File: src/rtl/rdg_pkg.sv
package rdg_pkg;
  typedef enum logic [2:0] {
    ST_FREE = 3'd0,
    ST_TI   = 3'd1,
    ST_T1   = 3'd2,
    ST_T2   = 3'd3,
    ST_T3   = 3'd4
  } bus_st_e;
endpackage

File: src/rtl/rdg_gap_calc.sv
module rdg_gap_calc #(
  parameter int N_AREA = 8,
  parameter int AREA_W = 3,
  parameter int CNT_W  = 2,
  parameter int GAP_W  = 3
) (
  input  logic              en,
  input  logic [N_AREA-1:0] area_sel,
  input  logic [CNT_W-1:0]  gap_a,
  input  logic [CNT_W-1:0]  gap_b,
  input  logic              prev_live,
  input  logic [AREA_W-1:0] prev_area,
  input  logic [AREA_W-1:0] new_area,
  output logic [GAP_W-1:0]  gap
);
  logic [CNT_W-1:0] field;
  logic             switch_hit;

  // the area being entered picks the field
  assign field      = area_sel[new_area] ? gap_b : gap_a;
  assign switch_hit = en && prev_live && (new_area != prev_area);

  always_comb begin
    gap = '0;
    if (switch_hit) gap = GAP_W'(field) + GAP_W'(1);
  end
endmodule

File: src/rtl/rdg_fsm.sv
module rdg_fsm
  import rdg_pkg::*;
#(
  parameter int AREA_W = 3,
  parameter int GAP_W  = 3
) (
  input  logic              clk,
  input  logic              rst,
  input  logic              req_valid,
  input  logic [AREA_W-1:0] req_area,
  input  logic [GAP_W-1:0]  gap,
  output logic              req_ready,
  output logic              prev_live,
  output bus_st_e           st,
  output bus_st_e           st_nxt,
  output logic [AREA_W-1:0] cur_area,
  output logic [AREA_W-1:0] area_nxt
);
  logic [GAP_W-1:0] cnt, cnt_nxt;
  logic             take;

  assign req_ready = (st == ST_FREE) || (st == ST_T3);
  assign take      = req_valid && req_ready;
  assign prev_live = (st == ST_T3);

  always_comb begin
    st_nxt   = st;
    cnt_nxt  = cnt;
    area_nxt = cur_area;
    case (st)
      ST_TI: begin
        if (cnt == GAP_W'(1)) st_nxt = ST_T1;
        else                  cnt_nxt = cnt - GAP_W'(1);
      end
      ST_T1: st_nxt = ST_T2;
      ST_T2: st_nxt = ST_T3;
      ST_FREE, ST_T3: begin
        if (take) begin
          area_nxt = req_area;
          if (gap != '0) begin
            st_nxt  = ST_TI;
            cnt_nxt = gap;
          end else begin
            st_nxt = ST_T1;
          end
        end else if (st == ST_T3) begin
          st_nxt = ST_FREE;
        end
      end
      default: st_nxt = ST_FREE;
    endcase
  end

  always_ff @(posedge clk) begin
    if (rst) begin
      st       <= ST_FREE;
      cnt      <= '0;
      cur_area <= '0;
    end else begin
      st       <= st_nxt;
      cnt      <= cnt_nxt;
      cur_area <= area_nxt;
    end
  end


  t1_to_t2_chk: assert property (@(posedge clk) disable iff (rst)
    st == ST_T1 |=> st == ST_T2);

  t2_to_t3_chk: assert property (@(posedge clk) disable iff (rst)
    st == ST_T2 |=> st == ST_T3);

  free_no_gap_chk: assert property (@(posedge clk) disable iff (rst)
    (st == ST_FREE && req_valid) |=> st == ST_T1);

  same_area_chk: assert property (@(posedge clk) disable iff (rst)
    (st == ST_T3 && req_valid && req_area == cur_area) |=> st == ST_T1);

  ready_hold_chk: assert property (@(posedge clk) disable iff (rst)
    (st == ST_TI || st == ST_T1 || st == ST_T2) |-> !req_ready);
endmodule

File: src/rtl/rdg_outreg.sv
module rdg_outreg
  import rdg_pkg::*;
#(
  parameter int N_AREA = 8,
  parameter int AREA_W = 3,
  parameter int DATA_W = 16
) (
  input  logic              clk,
  input  logic              rst,
  input  bus_st_e           st,
  input  bus_st_e           st_nxt,
  input  logic [AREA_W-1:0] cur_area,
  input  logic [AREA_W-1:0] area_nxt,
  input  logic [DATA_W-1:0] bus_data_in,
  output logic [N_AREA-1:0] bus_cs,
  output logic              bus_rd,
  output logic [2:0]        bus_state,
  output logic              rsp_valid,
  output logic [AREA_W-1:0] rsp_area,
  output logic [DATA_W-1:0] rsp_data
);
  logic in_cycle;
  assign in_cycle = (st_nxt == ST_T1) || (st_nxt == ST_T2) || (st_nxt == ST_T3);

  for (genvar gi = 0; gi < N_AREA; gi++) begin : g_cs
    always_ff @(posedge clk) begin
      if (rst) bus_cs[gi] <= 1'b0;
      else     bus_cs[gi] <= in_cycle && (area_nxt == AREA_W'(gi));
    end
  end

  always_ff @(posedge clk) begin
    if (rst) begin
      bus_rd    <= 1'b0;
      bus_state <= 3'(ST_FREE);
      rsp_valid <= 1'b0;
      rsp_area  <= '0;
      rsp_data  <= '0;
    end else begin
      bus_rd    <= (st_nxt == ST_T2) || (st_nxt == ST_T3);
      bus_state <= 3'(st_nxt);
      rsp_valid <= (st == ST_T3);
      if (st == ST_T3) begin
        rsp_area <= cur_area;
        rsp_data <= bus_data_in;
      end
    end
  end


  ti_quiet_chk: assert property (@(posedge clk) disable iff (rst)
    bus_state == 3'(ST_TI) |-> (bus_cs == '0 && !bus_rd));

  cs_onehot_chk: assert property (@(posedge clk) disable iff (rst)
    $onehot0(bus_cs));

  rsp_pulse_chk: assert property (@(posedge clk) disable iff (rst)
    rsp_valid |=> !rsp_valid);
endmodule

File: src/rtl/rd_gap_seq.sv
module rd_gap_seq
  import rdg_pkg::*;
#(
  parameter int N_AREA = 8,
  parameter int CNT_W  = 2,
  parameter int DATA_W = 16,
  localparam int AREA_W = $clog2(N_AREA)
) (
  input  logic              clk,
  input  logic              rst,
  input  logic              req_valid,
  output logic              req_ready,
  input  logic [AREA_W-1:0] req_area,
  input  logic              cfg_idle_en,
  input  logic [N_AREA-1:0] cfg_area_sel,
  input  logic [CNT_W-1:0]  cfg_gap_a,
  input  logic [CNT_W-1:0]  cfg_gap_b,
  output logic [N_AREA-1:0] bus_cs,
  output logic              bus_rd,
  output logic [2:0]        bus_state,
  input  logic [DATA_W-1:0] bus_data_in,
  output logic              rsp_valid,
  output logic [AREA_W-1:0] rsp_area,
  output logic [DATA_W-1:0] rsp_data
);
  localparam int GAP_W = CNT_W + 1;

  logic [GAP_W-1:0]  gap;
  logic              prev_live;
  bus_st_e           st, st_nxt;
  logic [AREA_W-1:0] cur_area, area_nxt;

  rdg_gap_calc #(.N_AREA(N_AREA), .AREA_W(AREA_W), .CNT_W(CNT_W), .GAP_W(GAP_W)) u_gap (
    .en(cfg_idle_en), .area_sel(cfg_area_sel), .gap_a(cfg_gap_a), .gap_b(cfg_gap_b),
    .prev_live(prev_live), .prev_area(cur_area), .new_area(req_area), .gap(gap)
  );

  rdg_fsm #(.AREA_W(AREA_W), .GAP_W(GAP_W)) u_fsm (
    .clk(clk), .rst(rst), .req_valid(req_valid), .req_area(req_area), .gap(gap),
    .req_ready(req_ready), .prev_live(prev_live), .st(st), .st_nxt(st_nxt),
    .cur_area(cur_area), .area_nxt(area_nxt)
  );

  rdg_outreg #(.N_AREA(N_AREA), .AREA_W(AREA_W), .DATA_W(DATA_W)) u_out (
    .clk(clk), .rst(rst), .st(st), .st_nxt(st_nxt), .cur_area(cur_area),
    .area_nxt(area_nxt), .bus_data_in(bus_data_in), .bus_cs(bus_cs), .bus_rd(bus_rd),
    .bus_state(bus_state), .rsp_valid(rsp_valid), .rsp_area(rsp_area), .rsp_data(rsp_data)
  );
endmodule

File: config.mk
export PLATFORM = sky130hd
export DESIGN_NAME = rd_gap_seq
export DESIGN_NICKNAME = d
export VERILOG_FILES = /design/src/rtl/rdg_pkg.sv /design/src/rtl/rdg_gap_calc.sv /design/src/rtl/rdg_fsm.sv /design/src/rtl/rdg_outreg.sv /design/src/rtl/rd_gap_seq.sv
export SDC_FILE = /design/constraint.sdc
export NUM_CORES = 1
export LEC_CHECK = 0
export BUFFER_PORTS_ARGS = -buffer_cell sky130_fd_sc_hd__buf_2
export CORE_AREA = 5 5 75 77
export DETAILED_ROUTE_END_ITERATION = 10
export DIE_AREA = 0 0 80 82
export GPL_ROUTABILITY_DRIVEN = 0
export PLACE_DENSITY = 0.63
export RECOVER_POWER = 25
export SLEW_MARGIN = 20
export SYNTH_ARGS = -nofsm -noshare
export SYNTH_HDL_FRONTEND = slang
export SYNTH_SLANG_ARGS = --single-unit
File: constraint.sdc
create_clock -name clk -period 4.65 [get_ports clk]
set_input_delay 1.395 -clock clk [delete_from_list [all_inputs] [get_ports clk]]
set_output_delay 1.395 -clock clk [all_outputs]
set_load 0.02 [all_outputs]
* Yosys cells after proc, flatten, opt, wreduce, memory -nomap -nowiden
Index checks and enable logic that the tools add are counted.
Cells by class: order comparisons 1, reductions and logical operators 21, eq/ne operators 19, mux-type cells 15, $add $sub $neg 2
Operator list (number):
- two-way mux 3 bit | 9
- equality test 3 x 2 -> 1 bit, second input constant | 6
- equality test 3 bit, second input constant | 6
- case mux 3 bit (4 select lines) | 1
- logical AND 1 bit | 11
- equality test 3 x 1 -> 1 bit, second input constant | 3
- logical NOT 3 bit | 2
- case mux 3 bit (2 select lines) | 1
- logical OR 1 bit | 4
- less-than comparator 3 x 4 -> 1 bit, second input constant | 1
- two-way mux 2 bit | 2
- != test 2 x 1 -> 1 bit, second input constant | 2
- AND reduction 4 bit | 1
- adder 2 x 1 -> 3 bit, second input constant | 1
- binary-select mux 1 bit (select 3 bit) | 1
- != test 3 bit | 1
- nonzero test 3 bit | 1
- subtractor 3 x 1 -> 3 bit, second input constant | 1
- != test 2 bit, second input constant | 1
- nonzero test 2 bit | 1
- OR reduction 2 bit | 1
- two-way mux 1 bit | 1
Word-level totals: logic and storage cells 73, input port bits 35, register bits after elaboration 38, output and inout port bits 33

* Depth between registers and ports, before layout
Gate-level depths: netlist (run 1).
word-level depth 13, gate-level depth with buffers 10, gate-level depth less buffers 9

* Hierarchy
From an unflattened synthesis (run 1), not the netlist that was laid out.
Second synthesis, totals: cells, all modules 187, area, all modules 1951.9 sq um
Modules (own cells, without submodules):
- rdg_outreg | seq. area each 640.6 sq um, cells an instance 120, instances 1, area each 1270.0 sq um
- rdg_fsm | seq. area each 180.2 sq um, cells an instance 50, instances 1, area each 473.0 sq um
- rdg_gap_calc | seq. area each 0.0 sq um, cells an instance 17, instances 1, area each 209.0 sq um

* Least setup slack after synthesis (run 1)
OpenSTA, ideal clock, no wires.
path type input -> register, start point in req_area[0], end point reg u_fsm.cnt[1], data arrival time 3918 ps, stages on the path 10, data required time 4564 ps, path slack 646 ps, buffers on the path 1, setup time 86 ps, cell sequence buf_6 -> mux4_2 -> mux2_4 -> mux2_2 -> ha_1 -> or3b_2 -> o311ai_0 -> mux2_4 -> a211oi_1 -> a211oi_1
On the way: longest elaborated chain between the ends 8, elaborated cells between the ends (all ways) 13
RTL lines:
- from (decl) | line rd_gap_seq.sv:13 | input logic [AREA_W-1:0] req_area,
- binary-select mux 1 bit (select 3 bit) | line rdg_gap_calc.sv:20 | assign field = area_sel[new_area] ? gap_b : gap_a;
- two-way mux 1 bit (implied by the code) | line rdg_gap_calc.sv:20
- two-way mux 2 bit | line rdg_gap_calc.sv:20
- adder 2 x 1 -> 3 bit | line rdg_gap_calc.sv:25 | if (switch_hit) gap = GAP_W'(field) + GAP_W'(1);
- two-way mux 3 bit (*) | line rdg_gap_calc.sv:25
- nonzero test 3 bit / two-way mux 3 bit (equally long branches) | line rdg_fsm.sv:40 | if (gap != '0) begin
- != test 2 x 1 -> 1 bit (no line) / two-way mux 3 bit (equally long branches)
- AND reduction 4 bit (no line) / case mux 3 bit (2 select lines) (equally long branches)
- to (signal assigned) | line rdg_fsm.sv:61 | cnt <= cnt_nxt;
- to (decl) | line rdg_fsm.sv:19 | logic [GAP_W-1:0] cnt, cnt_nxt;
Every way passes the cells marked *; elsewhere a longest branch is shown, timed or not. The select of a mux whose other input is x is not followed. A chain may end at the register's enable or synchronous reset.

* Worst setup path after layout (run 1)
start point in req_area[0], end point reg u_out.bus_cs[1]
On the way: longest elaborated chain between the ends 13, elaborated cells between the ends (all ways) 20
RTL lines:
- binary-select mux 1 bit (select 3 bit) | line rdg_gap_calc.sv:20
- two-way mux 1 bit (implied by the code) | line rdg_gap_calc.sv:20
- two-way mux 2 bit | line rdg_gap_calc.sv:20
- adder 2 x 1 -> 3 bit | line rdg_gap_calc.sv:25
- two-way mux 3 bit | line rdg_gap_calc.sv:25
- nonzero test 3 bit | line rdg_fsm.sv:40
- two-way mux 2 bit | line rdg_fsm.sv:40
- two-way mux 3 bit | line rdg_fsm.sv:38 | if (take) begin
- case mux 3 bit (4 select lines) | line rdg_fsm.sv:30 | case (st)
- equality test 3 x 2 -> 1 bit | line rdg_outreg.sv:23 | assign in_cycle = (st_nxt == ST_T1) || (st_nxt == ST_T2) || (st_nxt == ST_T3);
- logical OR 1 bit (2 in a row) | line rdg_outreg.sv:23
- logical AND 1 bit (*) | line rdg_outreg.sv:28 | else bus_cs[gi] <= in_cycle && (area_nxt == AREA_W'(gi));
- to (signal, indexed assignment) | line rdg_outreg.sv:28
- to (decl) | line rdg_outreg.sv:15 | output logic [N_AREA-1:0] bus_cs,
Marked as above.

==> results of run 1 <==
## cell type report
class	count	area, µm²	area share
repair buffers	68	342	0.157
inverters	7	26.3	0.0121
clock inverters	2	10.0	0.00461
multi-input cells	148	878	0.404
clock buffers	5	68.8	0.0317
well taps	70	87.6	0.0403
flip-flops and latches	38	761	0.350
## how the worst max path moves through the flow
| stage | end | slack (ps) | start |
|---|---|---|---|
| after floorplan | u_fsm.cnt[1] | 650 | req_area[0] |
| after global placement | u_out.bus_cs[6] | 430 | req_area[0] |
| after detailed placement | u_fsm.cnt[1] | 340 | req_area[0] |
| after CTS | u_fsm.cnt[1] | 650 | req_area[0] |
| after global routing | u_out.bus_cs[3] | 440 | req_area[0] |
| final | u_out.bus_cs[1] | 670 | req_area[0] |
## layer usage
metal,global-route usage,vias up,part of all wire
met3,0.0428,7,0.076
li1,-,832,-
met5,0,-,0
met1,0.171,726,0.47
met4,0.0557,0,0.016
met2,0.241,54,0.44
## kinds of logic after synthesis
logic type / count (synthesis) / share of synthesized area
AOI/OAI and AO/OA: 58 / 0.197
xor gates and xnor gates: 3 / 0.0152
adders and majority gates: 3 / 0.0218
buffers and inverters: 22 / 0.0523
DFF: 38 / 0.441
muxes: 8 / 0.0682
and+or+nand+nor: 76 / 0.205
## where the power goes
part	leakage [nW]	switching (W)	internal, W
logic	0.580	0.000111	0.0000779
registers	0.308	0.0000246	0.000347
clock network	0.0438	0.000112	0.000101
total	0.932	0.000247	0.000525
## cells in the final DEF, fill, tap and decap left out, types with 2 or more instances in the layout
cell type,instances
nor3_1,2
clkbuf_8,5
o211ai_1,4
inv_1,7
a21oi_1,35
dfxtp_1,38
mux4_2,2
xor2_1,3
buf_2,66
nor2b_1,4
clkinv_2,2
nor2_1,4
mux2_4,2
a211oi_1,3
ha_1,3
a21o_1,2
o311ai_0,2
nand3_1,3
o22ai_1,2
and2_1,2
mux2i_1,2
mux2_2,2
or3b_2,2
o21ai_0,5
nand2_1,48
nor3b_1,4
## critical path, delay by kind of cell
kind | cells | cell delay [ps]
mux | 4 | 1420
simple gates | 1 | 460
compound gates | 2 | 410
fa+ha+maj | 1 | 320
buf+inv | 1 | 180
## sequential cells by signal, indices dropped and copies added (netlist names)
name,cells
u_out.rsp_data,16
u_out.bus_cs,8
u_fsm.cnt,3
u_fsm.cur_area,3
u_fsm.st,3
u_out.rsp_area,3
u_out.bus_rd,1
u_out.rsp_valid,1
## stage by stage
stage	std cells	setup WS [ps]	hold WS, ps	util
floorplan	208	646	468	-
global route	338	445	475	0.440
finish	338	667	454	0.440
detailed placement	331	339	446	0.424
CTS	338	653	456	0.440
global placement	331	433	439	0.424
==> results by group, run 1 <==
Status
  – Status: finished, final reports clean

Clock network
  – TritonCTS Buffers: 5
  – Clock-pin transition on the worst setup and hold timing paths: 70 ps
  – Num Clock Sinks: 38
  – H-tree Lvls: 2
  – Clock Tree Buf Depth: 2
  – Clock insertion delay at the later pin of the skew report: 280 ps
  – Cts repair resizes: 0
  – CTS tree: yes
  – Postcts setup bufs: 0
  – Hold buffers post-CTS: 0
  – Clock Root Buffer: clkbuf_8

Synth
  – Post-Syn Nets: 246
  – Mean post-synth cell area: 8.29 µm²
  – Post-synth top area cell: dfxtp_1
  – EDFF count, synth: 0
  – Yosys reg bits: 38
  – Area of the mapped netlist: 1720 µm²
  – Yosys warns: 0
  – Sequential area share after synthesis: 0.441
  – Top cells by area, synth: dfxtp_1, nand2_1, a21oi_1, clkbuf_1, mux4_2
  – Cells after Synth: 208
  – Post-synth top cells: nand2_1, dfxtp_1, a21oi_1
  – Most used flip-flop cell after synthesis: dfxtp_1
  – Count leader, synth: nand2_1
  – Ys async rst share: 0
  – Yosys cell types: 35
  – Synth top area share: 0.441

Timing
  – Worst slew margin: 0.378
  – Tmin final: 3980 ps
  – Final setup TNS: 0 ps
  – Clk_skew: 1.91 ps
  – Measured slew at the worst slew-check pin: 919 ps
  – Fmax: 251 MHz
  – Tcrit/Tclk final: 0.857
  – Final count of negative-setup-slack endpoints: 0
  – Fin. Hold Viols: 0
  – RSZ-0062 raised after global routing: no
  – Slew Viols, Final: 0

Detailed routing
  – Vias: 1,619
  – First-pass detailed-route iteration total: 4
  – Via/cell ratio: 4.79
  – Drt total wl: 4390 µm
  – Antenna viol nets, final: 0
  – DRT iter0 DRCs: 104
  – DR DRC count: 0
  – DR WL/cell: 13.0 µm

Setup path
  – Critical path cell sequence: buf_2, mux4_2, mux2_4, mux2_2, ha_1, or3b_2, mux2i_1, o211ai_1, a21oi_1
  – Crit path DAT: 4200 ps
  – Crit end category: flip-flop
  – Critical path peak fanout: 8
  – Reg-to-Reg End: u_fsm.cnt[1]
  – Worst path max stage delay: 530 ps
  – Worst R2R Path Depth: 5
  – Worst path required time: 4860 ps
  – Slowest-stage cell, CP: mux4_2
  – FF-to-FF Start: u_fsm.cur_area[0]
  – Startpoint types: input port
  – Worst reg2reg setup slack: 2560 ps
  – Critical path type: in -> reg

Finish
  – Fill count: 545
  – Area grow syn2layout: 26.1%
  – Diode count: 0
  – Share of cells above drive strength 1: 0.317
  – Design area: 2170 µm²
  – Nets@finish: 306

GRT
  – Grt total ovfl: 0
  – Largest net degree at the start of global routing: 30
  – Global-route wire length before repair: 7300 µm
  – Vias in the first global route: 1,614
  – Initial antenna violation count: 0
  – All-Layer GR Usage: 0.143

Hold path
  – Hold Path Class: reg -> reg
  – Hold Crit Start: u_out.rsp_data[2]
  – Hold Crit Depth: 2
  – WHS Endpoint: u_out.rsp_data[2]

Pwr
  – Worst ir drop on vdd: 0.141 mV
  – Final Total Pwr: 0.000772 W
  – Static Leak: 0.932 nW
  – PD cells: 355 nW/µm²

Floorplan
  – Starting Density: 0.349
  – Die width: 80 µm
  – Core Area: 4940 µm²
  – Boundary pin count: 68
  – Die Y: 82 µm
  – Die area: 6560 µm²
  – Number of core rows: 26

Flow run
  – Max cap viols: 0

Placement
  – Detailed placement HPWL: 3190 µm
  – I/O Buffers: 67
  – Post-DP Area: 2100 µm²
(Power assumes the default switching activity.)
==> run 2: changes to the inputs <==
--- a/config.mk
+++ b/config.mk
@@ -12,6 +12,7 @@
 export GPL_ROUTABILITY_DRIVEN = 0
 export PLACE_DENSITY = 0.63
 export RECOVER_POWER = 25
+export REMOVE_ABC_BUFFERS = 1
 export SLEW_MARGIN = 20
 export SYNTH_ARGS = -nofsm -noshare
 export SYNTH_HDL_FRONTEND = slang
==> results by group, run 2 (synthesis results as in run 1) <==
GRT
  – Global Route met3 Usage: 0.0351 (-0.00768)
  – Global-route wire length before repair: 7250 µm (-0.67%)
  – Initial antenna violation count: 0 (unchanged)
  – Grt total ovfl: 0 (unchanged)
  – M2 GR Usage: 0.234 (-0.00662)
  – Largest net degree at the start of global routing: 30 (unchanged)
  – Global route hottest layer: met2
  – Vias in the first global route: 1,569 (-2.8%)
  – Grt met1 use: 0.174 (+0.00285)
  – All-Layer GR Usage: 0.143 (-0.000330)

Clock network
  – H-tree Lvls: 2 (unchanged)
  – Cts repair resizes: 0 (unchanged)
  – CTS tree: yes
  – Hold buffers post-CTS: 0 (unchanged)
  – Num Clock Sinks: 38 (unchanged)
  – Postcts setup bufs: 0 (unchanged)
  – Clock-pin transition on the worst setup and hold timing paths: 70 ps (about the same)
  – Clock Root Buffer: clkbuf_8
  – Clock Tree Buf Depth: 2 (unchanged)
  – Clock insertion delay at the later pin of the skew report: 280 ps (about the same)
  – TritonCTS Buffers: 5 (unchanged)

Detailed routing
  – Antenna viol nets, final: 0 (unchanged)
  – Via/cell ratio: 4.73 (-1.2%)
  – Drt total wl: 4390 µm (about the same)
  – Vias: 1,604 (-0.93%)
  – DRT iter0 DRCs: 72 (-31%)
  – First-pass detailed-route iteration total: 5 (+1)
  – DR DRC count: 0 (unchanged)
  – DR WL/cell: 12.9 µm (-0.34%)

Finish
  – Diode count: 0 (unchanged)
  – Most frequent cells in the layout: buf_2, nand2_1, dfxtp_1, a21oi_1, inv_1
  – Biggest regs: u_out.rsp_data x16, u_out.bus_cs x8
  – Final core occ: 0.442 (+0.00253)
  – Fill count: 537 (-1.5%)
  – Largest register FFs: 16 (unchanged)
  – Reg with most FFs: u_out.rsp_data
  – Nets@finish: 306 (unchanged)
  – Area grow syn2layout: 26.8%
  – Share of cells above drive strength 1: 0.316 (-0.00118)
  – Design area: 2190 µm² (+0.58%)
  – Commonest non-fill, non-tap cell in the layout: buf_2

Timing
  – Tmin final: 3990 ps (+4.46 ps)
  – Fmax: 251 MHz (-0.11%)
  – Final setup TNS: 0 ps (unchanged)
  – Slew Viols, Final: 0 (unchanged)
  – Fin. Hold Viols: 0 (unchanged)
  – Worst slew margin: 0.427 (+0.0486)
  – Tcrit/Tclk final: 0.857 (+0.000959)
  – Measured slew at the worst slew-check pin: 847 ps (-71.8 ps)
  – RSZ-0062 raised after global routing: no
  – Clk_skew: 2.57 ps (+0.663 ps)
  – Final count of negative-setup-slack endpoints: 0 (unchanged)

Setup path
  – Critical path peak fanout: 8 (unchanged)
  – Worst R2R Path Depth: 5 (unchanged)
  – Crit end category: flip-flop
  – Startpoint types: input port
  – Worst path required time: 4860 ps (about the same)
  – Crit path DAT: 4200 ps (about the same)
  – Critical path type: in -> reg

Flow run
  – Max cap viols: 0 (unchanged)

Floorplan
  – Starting Density: 0.349 (unchanged)
  – Die area: 6560 µm² (unchanged)
  – Core Area: 4940 µm² (unchanged)
  – Boundary pin count: 68 (unchanged)
  – Die width: 80 µm (unchanged)
  – Number of core rows: 26 (unchanged)
  – Die Y: 82 µm (unchanged)

Pwr
  – Worst ir drop on vdd: 0.146 mV (+3.6%)
  – Static Leak: 0.936 nW (+0.48%)
  – PD cells: 362 nW/µm² (+1.8%)

Hold path
  – Hold Crit Depth: 2 (unchanged)
  – Hold Path Class: reg -> reg

Placement
  – Post-DP Area: 2100 µm² (unchanged)
  – I/O Buffers: 67 (unchanged)
  – Detailed placement HPWL: 3160 µm (-0.99%)

Status
  – Status: finished, final reports clean
## run 2: worst max-delay path, cell delays in order
cell and delay (ps):
buf_2 170, mux4_2 510, mux2_4 320, mux2_2 290, ha_1 330, or3b_2 470
mux2i_1 280, o211ai_1 210, a21oi_1 220
## run 2: path summary, 6_finish.rpt
kind	from	endpoint	slack, ps
min reg2reg	u_out.rsp_data[13]	u_out.rsp_data[13]	450
max reg2reg	u_fsm.cur_area[0]	u_fsm.cnt[1]	2650
max	req_area[0]	u_out.bus_cs[6]	660
min	u_out.rsp_data[13]	u_out.rsp_data[13]	450
## run 2: power by group
group	internal, W	switching (W)
combinational	0.0000775	0.000110
clock	0.000120	0.000111
sequential	0.000347	0.0000252
total	0.000544	0.000247
## run 2: per-stage QoR
stage / hold slack [ps] / cells / power (W) / setup WS (ps)
2_1_floorplan: 459 / 193 / 0.000501 / 769
3_3_place_gp: 439 / 331 / 0.000565 / 464
3_5_place_dp: 444 / 331 / 0.000567 / 385
4_1_cts: 455 / 339 / 0.000805 / 682
5_1_grt: 472 / 339 / 0.000846 / 487
6_report: 451 / 339 / 0.000791 / 663
## run 2: area by class of cell
cell class,instances,area [µm²],area share
multi-input combinational,148,878,0.402
sequential,38,761,0.348
timing repair buffer,68,342,0.156
tap,70,87.6,0.0401
clock buffer,7,86.3,0.0395
inverter,7,26.3,0.0120
clock inverter,1,5.00,0.00229
## run 2: layer usage
layer / part of all wire / up-vias
met4: 0.017 / 0
met5: 0 / -
li1: - / 832
met1: 0.45 / 721
met3: 0.061 / 7
met2: 0.47 / 44
==> run 3: changes to the inputs <==
--- a/config.mk
+++ b/config.mk
@@ -5,10 +5,11 @@
 export SDC_FILE = /design/constraint.sdc
 export NUM_CORES = 1
 export LEC_CHECK = 0
+export ABC_AREA = 1
 export BUFFER_PORTS_ARGS = -buffer_cell sky130_fd_sc_hd__buf_2
-export CORE_AREA = 5 5 75 77
+export CORE_AREA = 5 5 76 78
 export DETAILED_ROUTE_END_ITERATION = 10
-export DIE_AREA = 0 0 80 82
+export DIE_AREA = 0 0 81 83
 export GPL_ROUTABILITY_DRIVEN = 0
 export PLACE_DENSITY = 0.63
 export RECOVER_POWER = 25
==> results by group, run 3 <==
Synth
  – Area of the mapped netlist: 1800 µm² (+4.4%)
  – Ys async rst share: 0 (unchanged)
  – Yosys warns: 0 (unchanged)
  – Count leader, synth: nor2_1
  – Yosys reg bits: 38 (unchanged)
  – Mean post-synth cell area: 7.66 µm² (-7.6%)
  – Synth top area share: 0.423 (-0.0184)
  – Top cells by area, synth: dfxtp_1, nor2_1, inv_1, o21ai_0, nand3_1
  – Sequential area share after synthesis: 0.423 (-0.0184)
  – Cells after Synth: 235 (+13%)
  – Yosys cell types: 30 (-14%)
  – EDFF count, synth: 0 (unchanged)
  – Post-synth top area cell: dfxtp_1
  – Post-synth top cells: nor2_1, dfxtp_1, inv_1
  – Most used flip-flop cell after synthesis: dfxtp_1

Placement
  – I/O Buffers: 67 (unchanged)
  – DP Worst Slack: 1410 ps (+1020 ps)
  – Post-placement cell count: 364 (+10%)
  – Detailed placement HPWL: 3020 µm (-4.4%)

Timing
  – Measured slew at the worst slew-check pin: 587 ps (-260 ps)
  – Tmin final: 2930 ps (-1060 ps)
  – Tcrit/Tclk final: 0.630 (-0.227)
  – Slew Viols, Final: 0 (unchanged)
  – Worst slew margin: 0.608 (+0.182)
  – Final setup TNS: 0 ps (unchanged)
  – PnR worst setup slack: 1720 ps (+1060 ps)
  – RSZ-0062 raised after global routing: no
  – Final count of negative-setup-slack endpoints: 0 (unchanged)
  – Fmax: 341 MHz (+36%)
  – Fin. Hold Viols: 0 (unchanged)
  – Clk_skew: 3.09 ps (+0.524 ps)

Clock network
  – Num Clock Sinks: 38 (unchanged)
  – H-tree Lvls: 2 (unchanged)
  – Hold buffers post-CTS: 0 (unchanged)
  – Postcts setup bufs: 0 (unchanged)
  – Clock-pin transition on the worst setup and hold timing paths: 70 ps (about the same)
  – TritonCTS Buffers: 5 (unchanged)
  – Cts repair resizes: 0 (unchanged)
  – Clock Tree Buf Depth: 2 (unchanged)
  – CTS tree: yes
  – Clock Root Buffer: clkbuf_8
  – Clock insertion delay at the later pin of the skew report: 280 ps (about the same)

GRT
  – Global-route wire length before repair: 6540 µm (-9.8%)
  – Grt total ovfl: 0 (unchanged)
  – Vias in the first global route: 1,578 (+0.57%)
  – Initial antenna violation count: 0 (unchanged)
  – Largest net degree at the start of global routing: 23 (-23%)
  – All-Layer GR Usage: 0.119 (-0.0235)

Finish
  – Biggest regs: u_out.rsp_data x16, u_out.bus_cs x8
  – Final core occ: 0.447 (+0.00525)
  – Nets@finish: 339 (+11%)
  – Diode count: 0 (unchanged)
  – Fill count: 565 (+5.2%)
  – Area grow syn2layout: 24.5%
  – Share of cells above drive strength 1: 0.272 (-0.0445)
  – Commonest non-fill, non-tap cell in the layout: buf_2
  – Non-filler instance count after layout: 372 (+9.7%)
  – Most frequent cells in the layout: buf_2, nor2_1, dfxtp_1, inv_1, nand2_1
  – Largest register FFs: 16 (unchanged)
  – Reg with most FFs: u_out.rsp_data

Hold path
  – Hold Path Class: reg -> reg

Detailed routing
  – Drt total wl: 3970 µm (-9.4%)
  – Vias: 1,613 (+0.56%)
  – Antenna viol nets, final: 0 (unchanged)
  – DR WL/cell: 10.7 µm (-17%)
  – DR DRC count: 0 (unchanged)
  – Via/cell ratio: 4.34 (-8.4%)
  – DRT iter0 DRCs: 39 (-46%)
  – First-pass detailed-route iteration total: 4 (-1)

Floorplan
  – Die width: 81 µm (+1.3%)
  – Boundary pin count: 68 (unchanged)
  – Number of core rows: 26 (unchanged)
  – Starting Density: 0.359 (+0.0105)
  – Die Y: 83 µm (+1.2%)
  – Die area: 6720 µm² (+2.5%)
  – Core Area: 5010 µm² (+1.3%)

Flow run
  – Max cap viols: 0 (unchanged)

Setup path
  – Slowest-stage cell, CP: mux2_2
  – Crit path DAT: 3150 ps (-1050 ps)
  – Worst path max stage delay: 330 ps (-180 ps)
  – Critical path peak fanout: 7 (-1)
  – CP top delay family: simple AND/OR/NAND/NOR gates
  – Critical path cell sequence: buf_2, nand2_1, nand3_1, nand3_1, nand2_1, mux2_2, ha_1, o21ai_4, nand3_4, nand3_1, nand2_1, nor2_1
  – CP bufs+invs: 1 (unchanged)
  – Critical path type: in -> reg
  – Startpoint types: input port
  – Worst path required time: 4870 ps (about the same)
  – Crit end category: flip-flop

Pwr
  – Worst ir drop on vdd: 0.219 mV (+50%)
  – Final Total Pwr: 0.000791 W (about the same)
  – Static Leak: 1.13 nW (+20%)
  – PD cells: 353 nW/µm² (-2.5%)

Status
  – Status: finished, final reports clean
==> run 3: final timing paths <==
kind	start	endpoint	slack (ps)	cells after the start
hold / removal	u_out.rsp_area[1]	u_out.rsp_area[1]	480	2
setup reg to reg	u_fsm.st[1]	u_out.bus_cs[6]	2940	9
setup / recovery	req_area[0]	u_fsm.cnt[2]	1720	12
hold reg to reg	u_out.rsp_area[1]	u_out.rsp_area[1]	480	2
==> run 3: where the power goes <==
group	total, W	switching [W]	internal [W]
clock	0.000271	0.000110	0.000160
sequential	0.000353	0.0000118	0.000342
combinational	0.000167	0.000104	0.0000627
total	0.000791	0.000226	0.000565
==> run 3: kinds of logic after synthesis <==
logic type,Yosys count,share of synthesized area
simple gates,109,0.304
buf+inv,48,0.122
flops,38,0.423
compound gates,32,0.104
xor+xnor,4,0.0195
fa+ha+maj,3,0.0209
mux,1,0.00626
==> run 3: cell type report <==
class | instances | area [µm²] | share of cell area
inverter | 40 | 163 | 0.0726
timing repair buffer | 67 | 320 | 0.143
multi-input combinational | 149 | 803 | 0.358
clock buffer | 7 | 76.3 | 0.0341
clock inverter | 1 | 30.0 | 0.0134
sequential | 38 | 761 | 0.339
tap | 70 | 87.6 | 0.0391
==> run 3: metal layers <==
| metal | up-vias | share of wire | GRT usage |
|---|---|---|---|
| met2 | 40 | 0.48 | 0.212 |
| met5 | - | 0 | 0 |
| met3 | 4 | 0.071 | 0.0346 |
| met1 | 714 | 0.44 | 0.134 |
| met4 | 0 | 0.011 | 0.0369 |
| li1 | 855 | - | - |
==> run 3: worst reg2reg max path, cell delays in order, from the launching register on <==
cell,delay (ps)
dfxtp_1,370
nor2_4,240
inv_4,70
nor2_8,120
inv_4,60
o21ai_0,390
inv_2,90
nor2_1,160
nand3_1,90
inv_1,60
==> run 3: stage by stage <==
| stage | area, µm² | hold slack (ps) |
|---|---|---|
| floorplan | 1740 | 452 |
| global placement | 2160 | 459 |
| detailed placement | 2160 | 466 |
| CTS | 2270 | 484 |
| global route | 2240 | 509 |
| finish | 2240 | 479 |
